`src/rtl/admux_pkg.sv`:
```
package admux_pkg;

  typedef enum logic [1:0] {
    PH_IDLE = 2'd0,
    PH_OPEN = 2'd1,
    PH_DATA = 2'd2
  } phase_t;

  // Rising edge of a sampled level: low on the previous edge, high now.
  function automatic logic level_rose(input logic prev, input logic now);
    return now & ~prev;
  endfunction

  // Latency down-counter step, saturating at zero.
  function automatic int unsigned count_step(input int unsigned cur);
    return (cur == 0) ? 0 : cur - 1;
  endfunction

endpackage

```
`src/rtl/admux_addr_latch.sv`:
```
module admux_addr_latch
  import admux_pkg::*;
#(
  parameter int UPPER_W = 4,
  parameter int DQ_W    = 16,
  parameter int LATENCY = 2,
  localparam int ADDR_W = UPPER_W + DQ_W,
  localparam int CNT_W  = $clog2(LATENCY + 1)
) (
  input  logic              clk,
  input  logic              rst_n,
  input  logic              ce_n,
  input  logic              adv_n,
  input  logic              sync_mode,
  input  logic [UPPER_W-1:0] addr_hi,
  input  logic [DQ_W-1:0]   dq_in,
  output logic [ADDR_W-1:0] lat_addr,
  output logic              in_data,
  output logic              rd_ready,
  output logic              cap_evt,
  output logic              adv_viol
);

  phase_t            ph;
  logic [CNT_W-1:0]  cnt;
  logic              sel;
  logic              async_load;
  logic              close_evt;
  logic [ADDR_W-1:0] bus_addr;

  assign sel        = ~ce_n;
  assign bus_addr   = {addr_hi, dq_in};
  assign cap_evt    = sel & ~adv_n & (ph == PH_IDLE) & sync_mode;
  assign async_load = sel & ~adv_n &
                      (((ph == PH_IDLE) & ~sync_mode) | (ph == PH_OPEN));
  assign close_evt  = sel & adv_n & (ph == PH_OPEN);
  assign adv_viol   = sel & ~adv_n & (ph == PH_DATA);
  assign in_data    = (ph == PH_DATA);
  assign rd_ready   = in_data & (cnt == '0);

  always_ff @(posedge clk or negedge rst_n) begin
    if (!rst_n) begin
      ph       <= PH_IDLE;
      cnt      <= '0;
      lat_addr <= '0;
    end else if (!sel) begin
      ph  <= PH_IDLE;
      cnt <= '0;
    end else if (cap_evt) begin
      lat_addr <= bus_addr;
      ph       <= PH_DATA;
      cnt      <= CNT_W'(LATENCY);
    end else if (async_load) begin
      lat_addr <= bus_addr;
      ph       <= PH_OPEN;
    end else if (close_evt) begin
      ph  <= PH_DATA;
      cnt <= '0;
    end else if (in_data) begin
      cnt <= CNT_W'(count_step(int'(cnt)));
    end
  end

endmodule

```
`src/rtl/admux_word_store.sv`:
```
module admux_word_store #(
  parameter int DQ_W     = 16,
  parameter int ARRAY_AW = 6,
  localparam int DEPTH   = 1 << ARRAY_AW
) (
  input  logic                clk,
  input  logic                wr_en,
  input  logic [ARRAY_AW-1:0] idx,
  input  logic [DQ_W-1:0]     wdata,
  output logic [DQ_W-1:0]     rdata
);

  logic [DQ_W-1:0] mem [DEPTH];

  always_ff @(posedge clk) begin
    if (wr_en) mem[idx] <= wdata;
  end

  assign rdata = mem[idx];

endmodule

```
`src/rtl/admux_bus_ctrl.sv`:
```
module admux_bus_ctrl
  import admux_pkg::*;
(
  input  logic clk,
  input  logic rst_n,
  input  logic ce_n,
  input  logic oe_n,
  input  logic we_n,
  input  logic in_data,
  input  logic rd_ready,
  input  logic adv_viol,
  output logic dq_oe,
  output logic wr_en,
  output logic proto_err
);

  logic we_q;

  assign dq_oe = ~ce_n & ~oe_n & rst_n & rd_ready;
  assign wr_en = rst_n & ~ce_n & in_data & level_rose(we_q, we_n);

  always_ff @(posedge clk or negedge rst_n) begin
    if (!rst_n) begin
      we_q      <= 1'b1;
      proto_err <= 1'b0;
    end else begin
      we_q      <= we_n;
      proto_err <= adv_viol;
    end
  end

endmodule

```
`src/rtl/admux_mem_port.sv`:
```
module admux_mem_port #(
  parameter int UPPER_W  = 4,
  parameter int DQ_W     = 16,
  parameter int ARRAY_AW = 6,
  parameter int LATENCY  = 2,
  localparam int ADDR_W  = UPPER_W + DQ_W
) (
  input  logic               clk,
  input  logic               rst_n,
  input  logic               sync_mode,
  input  logic               ce_n,
  input  logic               oe_n,
  input  logic               we_n,
  input  logic               adv_n,
  input  logic [UPPER_W-1:0] addr_hi,
  input  logic [DQ_W-1:0]    dq_in,
  output logic [DQ_W-1:0]    dq_out,
  output logic               dq_oe,
  output logic               proto_err
);

  // Named internal events, visible to the bound checker.
  logic [ADDR_W-1:0]   lat_addr;
  logic                in_data;
  logic                rd_ready;
  logic                cap_evt;
  logic                adv_viol;
  logic                wr_en;
  logic [DQ_W-1:0]     rdata;
  logic [ARRAY_AW-1:0] widx;

  function automatic logic [ARRAY_AW-1:0] word_idx(input logic [ADDR_W-1:0] a);
    return a[ARRAY_AW-1:0];
  endfunction

  assign widx = word_idx(lat_addr);

  admux_addr_latch #(
    .UPPER_W (UPPER_W),
    .DQ_W    (DQ_W),
    .LATENCY (LATENCY)
  ) u_latch (
    .clk       (clk),
    .rst_n     (rst_n),
    .ce_n      (ce_n),
    .adv_n     (adv_n),
    .sync_mode (sync_mode),
    .addr_hi   (addr_hi),
    .dq_in     (dq_in),
    .lat_addr  (lat_addr),
    .in_data   (in_data),
    .rd_ready  (rd_ready),
    .cap_evt   (cap_evt),
    .adv_viol  (adv_viol)
  );

  admux_bus_ctrl u_ctrl (
    .clk       (clk),
    .rst_n     (rst_n),
    .ce_n      (ce_n),
    .oe_n      (oe_n),
    .we_n      (we_n),
    .in_data   (in_data),
    .rd_ready  (rd_ready),
    .adv_viol  (adv_viol),
    .dq_oe     (dq_oe),
    .wr_en     (wr_en),
    .proto_err (proto_err)
  );

  admux_word_store #(
    .DQ_W     (DQ_W),
    .ARRAY_AW (ARRAY_AW)
  ) u_store (
    .clk   (clk),
    .wr_en (wr_en),
    .idx   (widx),
    .wdata (dq_in),
    .rdata (rdata)
  );

  assign dq_out = dq_oe ? rdata : '0;

endmodule

```
`config.mk`:
```
export PLATFORM = sky130hd
export DESIGN_NAME = admux_mem_port
export DESIGN_NICKNAME = d
export VERILOG_FILES = /design/src/rtl/admux_pkg.sv /design/src/rtl/admux_addr_latch.sv /design/src/rtl/admux_word_store.sv /design/src/rtl/admux_bus_ctrl.sv /design/src/rtl/admux_mem_port.sv
export SDC_FILE = /design/constraint.sdc
export NUM_CORES = 1
export LEC_CHECK = 0
export BUFFER_PORTS_ARGS = -buffer_cell sky130_fd_sc_hd__clkbuf_2
export CORE_MARGIN = 2
export CORE_UTILIZATION = 60
export CTS_CLUSTER_DIAMETER = 80
export CTS_CLUSTER_SIZE = 10
export DETAILED_ROUTE_END_ITERATION = 12
export PLACE_DENSITY = 0.81
export SLEW_MARGIN = 20
export SYNTH_ARGS = -nofsm -noshare
export SYNTH_HDL_FRONTEND = slang
export SYNTH_SLANG_ARGS = --single-unit
export TNS_END_PERCENT = 1
```
`constraint.sdc`:
```
create_clock -name clk -period 3.5 [get_ports clk]
set_clock_uncertainty 0.1 [all_clocks]
set_input_delay 0.525 -clock clk [delete_from_list [all_inputs] [get_ports clk]]
set_output_delay 0.525 -clock clk [all_outputs]
set_load 0.005 [all_outputs]
```
# Word level (Yosys, flattened, before mapping)
# Memories as Yosys holds them, arrays and structs flattened.
# Cells that the tools add are included.
word_totals:
  mem_bits_rw: 1024
  mem_count: 1
  output_inout_bits: 18
  ff_bits: 12
  in_bits: 27
memory_table:
  columns: ["memory", "words", "word_bits", "rd", "rd_ports_with_merged_regs", "write_ports", "line_no", "text"]
  rows:
  - ["u_store.mem", 64, 16, 1, 0, 1, "admux_word_store.sv:13", "logic [DQ_W-1:0] mem [DEPTH];"]
classes:
  eq_ne: 3
  muxes: 15
  addsub: 1
  reduce_logical: 7
  n_bitwise: 22
ops:
  columns: ["cell", "count"]
  rows:
  - ["2-to-1 mux 2 bit", 10]
  - ["AND 1 bit", 16]
  - ["2-to-1 mux 16 bit", 1]
  - ["2-to-1 mux 6 bit", 2]
  - ["nonzero test 4 bit", 2]
  - ["inverter 1 bit", 5]
  - ["logical NOT 2 bit", 2]
  - ["AND reduction 2 bit", 2]
  - ["!= test 3 bit (second input constant)", 1]
  - ["equality test 2 x 1 -> 1 bit (second input constant)", 1]
  - ["equality test 2 bit (second input constant)", 1]
  - ["2-to-1 mux 1 bit", 2]
  - ["nonzero test 2 bit", 1]
  - ["subtractor 2 x 1 -> 2 bit (second input constant)", 1]
  - ["bitwise OR 1 bit", 1]

# Logic depth before layout (Yosys ltp)
logic_depth:
  depth_word: 7
  mapped_depth: 9

# Hierarchy
# Synthesis repeated with hierarchy kept, for this count alone.
hier_totals:
  cells_unflattened: 2337
  area_unflattened_um2: 40356.2
by_module_without_submodules:
  columns: ["module", "cells_each", "area_each_um2", "seq_area_each_um2", "n_inst"]
  rows:
  - ["admux_word_store", 2248, 39160.1, 30749.5, 1]
  - ["admux_addr_latch", 67, 993.5, 600.6, 1]
  - ["admux_mem_port", 17, 126.4, 0.0, 1]
  - ["admux_bus_ctrl", 5, 76.3, 51.3, 1]

# Worst setup path before layout
# Ideal clock, no wire load.
synth_timing:
  path_kind: "reg-to-reg"
  start: "register u_latch.lat_addr[2]"
  end: "memory u_store.mem[0][0] (enable)"
  t_required_ns: 3.012
  path_slack_ns: 0.656
  arrival_ns: 2.356
  setup_time_ns: 0.388
  period_less_slack_ns: 2.844
  path_stages_with_launch: 7
  path_cell_list: "dfrtp_1 -> buf_2 -> buf_2 -> buf_2 -> nor4b_1 -> nand2_1 -> nor2_1"
synth_rtl:
  columns: ["item", "line_no", "text"]
  rows:
  - ["start: declaration", "admux_addr_latch.sv:17", "output logic [ADDR_W-1:0] lat_addr,"]
  - ["start signal: assignment", "admux_addr_latch.sv:50", "lat_addr <= bus_addr;"]
  - ["start signal: assignment", "admux_addr_latch.sv:54", "lat_addr <= bus_addr;"]
  - ["end: declaration", "admux_word_store.sv:13", null]
# No word-level cell before the write port.

# Worst setup path after layout
layout_timing:
  start: "register u_latch.lat_addr[0]"
  end: "output dq_out[4]"
layout_via:
  elab_chain_len: 2
layout_rtl:
  columns: ["item", "line_no", "text"]
  rows:
  - ["memory (64 x 16 bit)", null, null]
  - ["2-to-1 mux 16 bit", "admux_mem_port.sv:82", "assign dq_out = dq_oe ? rdata : '0;"]
  - ["end: declaration", "admux_mem_port.sv:17", "output logic [DQ_W-1:0] dq_out,"]
# Every way passes these cells.

==> metrics.txt <==
# TYPE chip_impl_metric gauge
chip_impl_metric{name="timing.setup.tns",unit="ns"} -4.63
chip_impl_info{name="critical_path.endpoint_type",value="output port"} 1
chip_impl_metric{name="grt_pass1_wl",unit="mm"} 155
chip_impl_metric{name="port-buffer-count",unit=""} 40
chip_impl_info{name="r2r_path_end",value="u_store.mem[43][4]"} 1
chip_impl_metric{name="gr-usage-all-layers",unit=""} 0.325
chip_impl_metric{name="num_rows",unit=""} 94
chip_impl_info{name="unrepaired_setup_endpoints_after_global_routing",value="true"} 1
chip_impl_metric{name="finalInstanceArea",unit="µm²"} 47400
chip_impl_info{name="failed_checks",value="setup timing"} 1
chip_impl_metric{name="netlist_instances",unit=""} 1857
chip_impl_metric{name="wl",unit="mm"} 114
chip_impl_metric{name="clock_sinks",unit=""} 1036
chip_impl_metric{name="hold_viol_final",unit=""} 0
chip_impl_metric{name="worst_path_largest_cell_delay",unit="ns"} 0.53
chip_impl_metric{name="global_route.overflow_total",unit=""} 0
chip_impl_metric{name="dp_hpwl",unit="mm"} 54.4
chip_impl_metric{name="ctsHtreeMaxLevel",unit=""} 3
chip_impl_metric{name="core",unit="µm²"} 65600
chip_impl_metric{name="stdcell_count",unit=""} 3052
chip_impl_metric{name="setup.reg_to_reg.worst_slack",unit="ns"} 0.20
chip_impl_metric{name="final_nets",unit=""} 2153
chip_impl_metric{name="setup-violations-final",unit=""} 16
chip_impl_metric{name="floorplan.initialDensity",unit=""} 0.606
chip_impl_metric{name="static-leakage-power",unit="nW"} 15.2
chip_impl_metric{name="drv_slew",unit=""} 0
chip_impl_metric{name="drt-pass1-iter-count",unit=""} 6
chip_impl_metric{name="finalWorstSetupSlack",unit="ns"} -0.382
chip_impl_metric{name="post_route_cells_drive_above_1_share",unit=""} 0.343
chip_impl_info{name="critical_path.slowest_cell",value="dfrtp_4"} 1
chip_impl_metric{name="place.gp.congestion",unit=""} 0.953
chip_impl_metric{name="cts_made_buffers",unit=""} 113
chip_impl_metric{name="path_clk_slew",unit="ns"} 0.06
chip_impl_metric{name="min_period_over_period",unit=""} 1.11
chip_impl_metric{name="yosysWarnings",unit=""} 0
chip_impl_info{name="worst_hold_path_type",value="primary input to flip-flop"} 1
chip_impl_metric{name="routed_wire_length_per_instance",unit="µm"} 37.2
chip_impl_metric{name="worst_pin_slew",unit="ns"} 1.20
chip_impl_metric{name="yosysUniqueCellTypes",unit=""} 48
chip_impl_info{name="min_to",value="u_latch.cnt[1]"} 1
chip_impl_info{name="crit_path_cell_trace",value="buf_12 -> buf_12 -> buf_16 -> nor2b_4 -> buf_12 -> buf_4 -> a22oi_1 -> a311oi_1 -> nor3_2 -> a21oi_1 -> clkbuf_2"} 1
chip_impl_metric{name="die_width",unit="µm"} 261
chip_impl_metric{name="via_count_of_the_first_global_routing_pass",unit=""} 21800
chip_impl_metric{name="fp.dieArea",unit="µm²"} 68300
chip_impl_metric{name="post-place-ws",unit="ns"} 0.270
chip_impl_metric{name="pwr_density_cell",unit="nW/µm²"} 627
chip_impl_metric{name="synthesis.area",unit="µm²"} 39800
chip_impl_metric{name="worstSkewPairLatency",unit="ns"} 0.70
chip_impl_info{name="timing_worst_setup_path_type",value="flip-flop to output port"} 1
chip_impl_metric{name="ant_nets",unit=""} 0
chip_impl_metric{name="synth-seq-area-share",unit=""} 0.781
chip_impl_info{name="crit_path_start_kind",value="flip-flop"} 1
chip_impl_info{name="critical_path.most_common_cell",value="buf_12"} 1
chip_impl_metric{name="clock_tree.buffer_depth",unit=""} 3
chip_impl_info{name="run_status",value="finished, violations left"} 1
chip_impl_metric{name="layout-area-overhead-vs-synth",unit="%"} 19.1
chip_impl_metric{name="pin_count",unit=""} 45
chip_impl_metric{name="grt_start_max_net_pins",unit=""} 65
chip_impl_metric{name="viasPerCell",unit=""} 7.32
chip_impl_info{name="timing.rr.start",value="u_latch.lat_addr[2]"} 1
chip_impl_metric{name="yosys_register_bits",unit=""} 1036
chip_impl_metric{name="timing.fmax",unit="GHz"} 0.258
chip_impl_metric{name="timing.slew.headroom",unit=""} 0.203
chip_impl_metric{name="dr_total_vias",unit=""} 22300
chip_impl_info{name="timing.hold.worst.start",value="sync_mode"} 1
chip_impl_metric{name="final.min_clock_period",unit="ns"} 3.88
chip_impl_metric{name="grt_antenna_before_repair",unit=""} 3
chip_impl_metric{name="synthArstFlopShare",unit=""} 0.0116
chip_impl_metric{name="worstHoldPathCells",unit=""} 3
chip_impl_metric{name="synth_edf_count",unit=""} 1024
chip_impl_metric{name="chipHeight",unit="µm"} 261
chip_impl_metric{name="timing.reg2reg.worst_path_depth",unit=""} 7
chip_impl_metric{name="cp_data_required_time",unit="ns"} 2.87
chip_impl_info{name="tritoncts",value="yes"} 1
chip_impl_info{name="postSynth.topFlopCell",value="edfxtp_1"} 1
chip_impl_metric{name="synth_fp_nets",unit=""} 1884
chip_impl_metric{name="max_cap_viol_count",unit=""} 0
chip_impl_metric{name="synth.avg_cell_area",unit="µm²"} 21.4
chip_impl_metric{name="fillers",unit=""} 3342
chip_impl_metric{name="starting_drt_drc_count",unit=""} 3949
chip_impl_metric{name="endpoint_arrival_time_on_the_critical_path",unit="ns"} 3.26
chip_impl_metric{name="maximum_net_fanout_on_the_critical_path",unit=""} 11
chip_impl_info{name="root_buffer",value="clkbuf_16"} 1
chip_impl_metric{name="power.total",unit="mW"} 29.7
chip_impl_metric{name="placedCellCount",unit=""} 2820
chip_impl_metric{name="placement.cell_area",unit="µm²"} 42100
chip_impl_metric{name="peakVddDrop",unit="µV"} 702
chip_impl_metric{name="post-route-drc-count",unit=""} 0
[repair_timing]
item,CTS,global route
buffers inserted,13,20
hold endpoints to repair,16,0
pin swaps,24,19
setup endpoints to repair,16,16
hold buffers,5,0
cloned,14,4
gates resized for setup,182,60
[where the power goes]
part	leakage [nW]	internal, mW	switching [mW]
Combinational	4.36	2.36	2.82
Sequential	9.35	13.7	0.0563
Clock	1.53	6.06	4.76
[worst max-delay path by stage]
stage          cells after the start  slack (ns)                end           startpoint
2_1_floorplan                      6        0.66  u_store.mem[0][0]  u_latch.lat_addr[2]
3_3_place_gp                       8        0.31         dq_out[10]  u_latch.lat_addr[0]
3_5_place_dp                       9        0.27          dq_out[6]  u_latch.lat_addr[0]
4_1_cts                           10       -0.21          dq_out[8]  u_latch.lat_addr[0]
5_1_grt                           11       -0.35          dq_out[4]  u_latch.lat_addr[0]
6_report                          11       -0.38          dq_out[4]  u_latch.lat_addr[0]
[registers in the layout, indices dropped and copies added (netlist names)]
register	cells
u_latch.cnt	2
u_latch.ph	2
u_latch.lat_addr	6
u_store.mem	1024
u_ctrl.we_q	1
u_ctrl.proto_err	1
[placed cells by master, fill, tap and decap left out, types with 18 or more instances in the layout]
cell,Yosys,routed
edfxtp_1,1024,1024
mux4_2,216,216
buf_4,4,161
clkbuf_16,0,118
nor2_1,130,114
mux2i_1,119,62
clkbuf_1,40,53
mux2i_4,0,35
clkbuf_2,1,34
a22oi_1,30,30
buf_12,0,26
o22ai_1,43,23
mux2i_2,0,22
buf_16,0,18
[metrics by stage]
step                hold WS [ns]  utilization
floorplan                  0.129            -
detailed placement         0.394        0.642
global placement           0.380        0.642
finish                    0.0625        0.722
global route              0.0986        0.722
CTS                       0.0378        0.713
[worst max-delay path: cells and delay by family (launching register included)]
family / cells / cell delay [ns]
buf+inv: 6 / 0.96
compound gates: 3 / 0.79
flops: 1 / 0.53
simple gates: 2 / 0.30
[synthesized netlist by cell type, drive strengths merged (3+ instances only)]
cell    count  area [µm²]
o22a        8        70.1
a31oi       3        18.8
nand2      19        71.3
nor2      130         488
a21oi      24         120
nor4b       3        26.3
a22oi      30         225
nor2b       5        31.3
or3b        3        26.3
a211oi      3        22.5
mux4      216        4860
a311oi     14         123
o22ai      43         269
dfrtp      11         275
mux2i     119        1190
nand3b      6        45.0
mux2       10         113
edfxtp   1024       30700
o21ai       8        40.0
a221oi     15         131
o21a        4        30.0
buf        67         349
nor3       29         145
clkbuf     41         155
[cell families (layout without fill, tap and decap cells)]
logic type | count (synthesis) | in the layout | share of synthesized area
AO/OA/AOI/OAI | 161 | 161 | 0.0284
buffers and inverters | 110 | 437 | 0.0129
flip-flops | 1036 | 1036 | 0.781
multiplexers | 345 | 345 | 0.155
AND/OR/NAND/NOR | 205 | 205 | 0.0227
other | 0 | 4 | 0
[layer usage]
layer  routed length (µm)  vias to the layer above  track usage
met5                    0                        -            0
met4                 7270                        0        0.148
met3                14900                      454       0.0673
met2                54900                     2210        0.537
met1                36500                    11400        0.423
li1                     -                     8294            -
[area by class of cell]
type / instances / area [µm²] / share of cell area
diodes: 4 / 10.0 / 0.000211
clock buffers: 168 / 3080 / 0.0649
clock inverters: 5 / 108 / 0.00227
inverters: 2 / 15.0 / 0.000317
multi-input cells: 711 / 9250 / 0.195
flip-flops and latches: 1036 / 31100 / 0.656
well taps: 864 / 1080 / 0.0228
repair buffers: 262 / 2770 / 0.0584
Note: power is estimated with default switching activity, not from simulation.
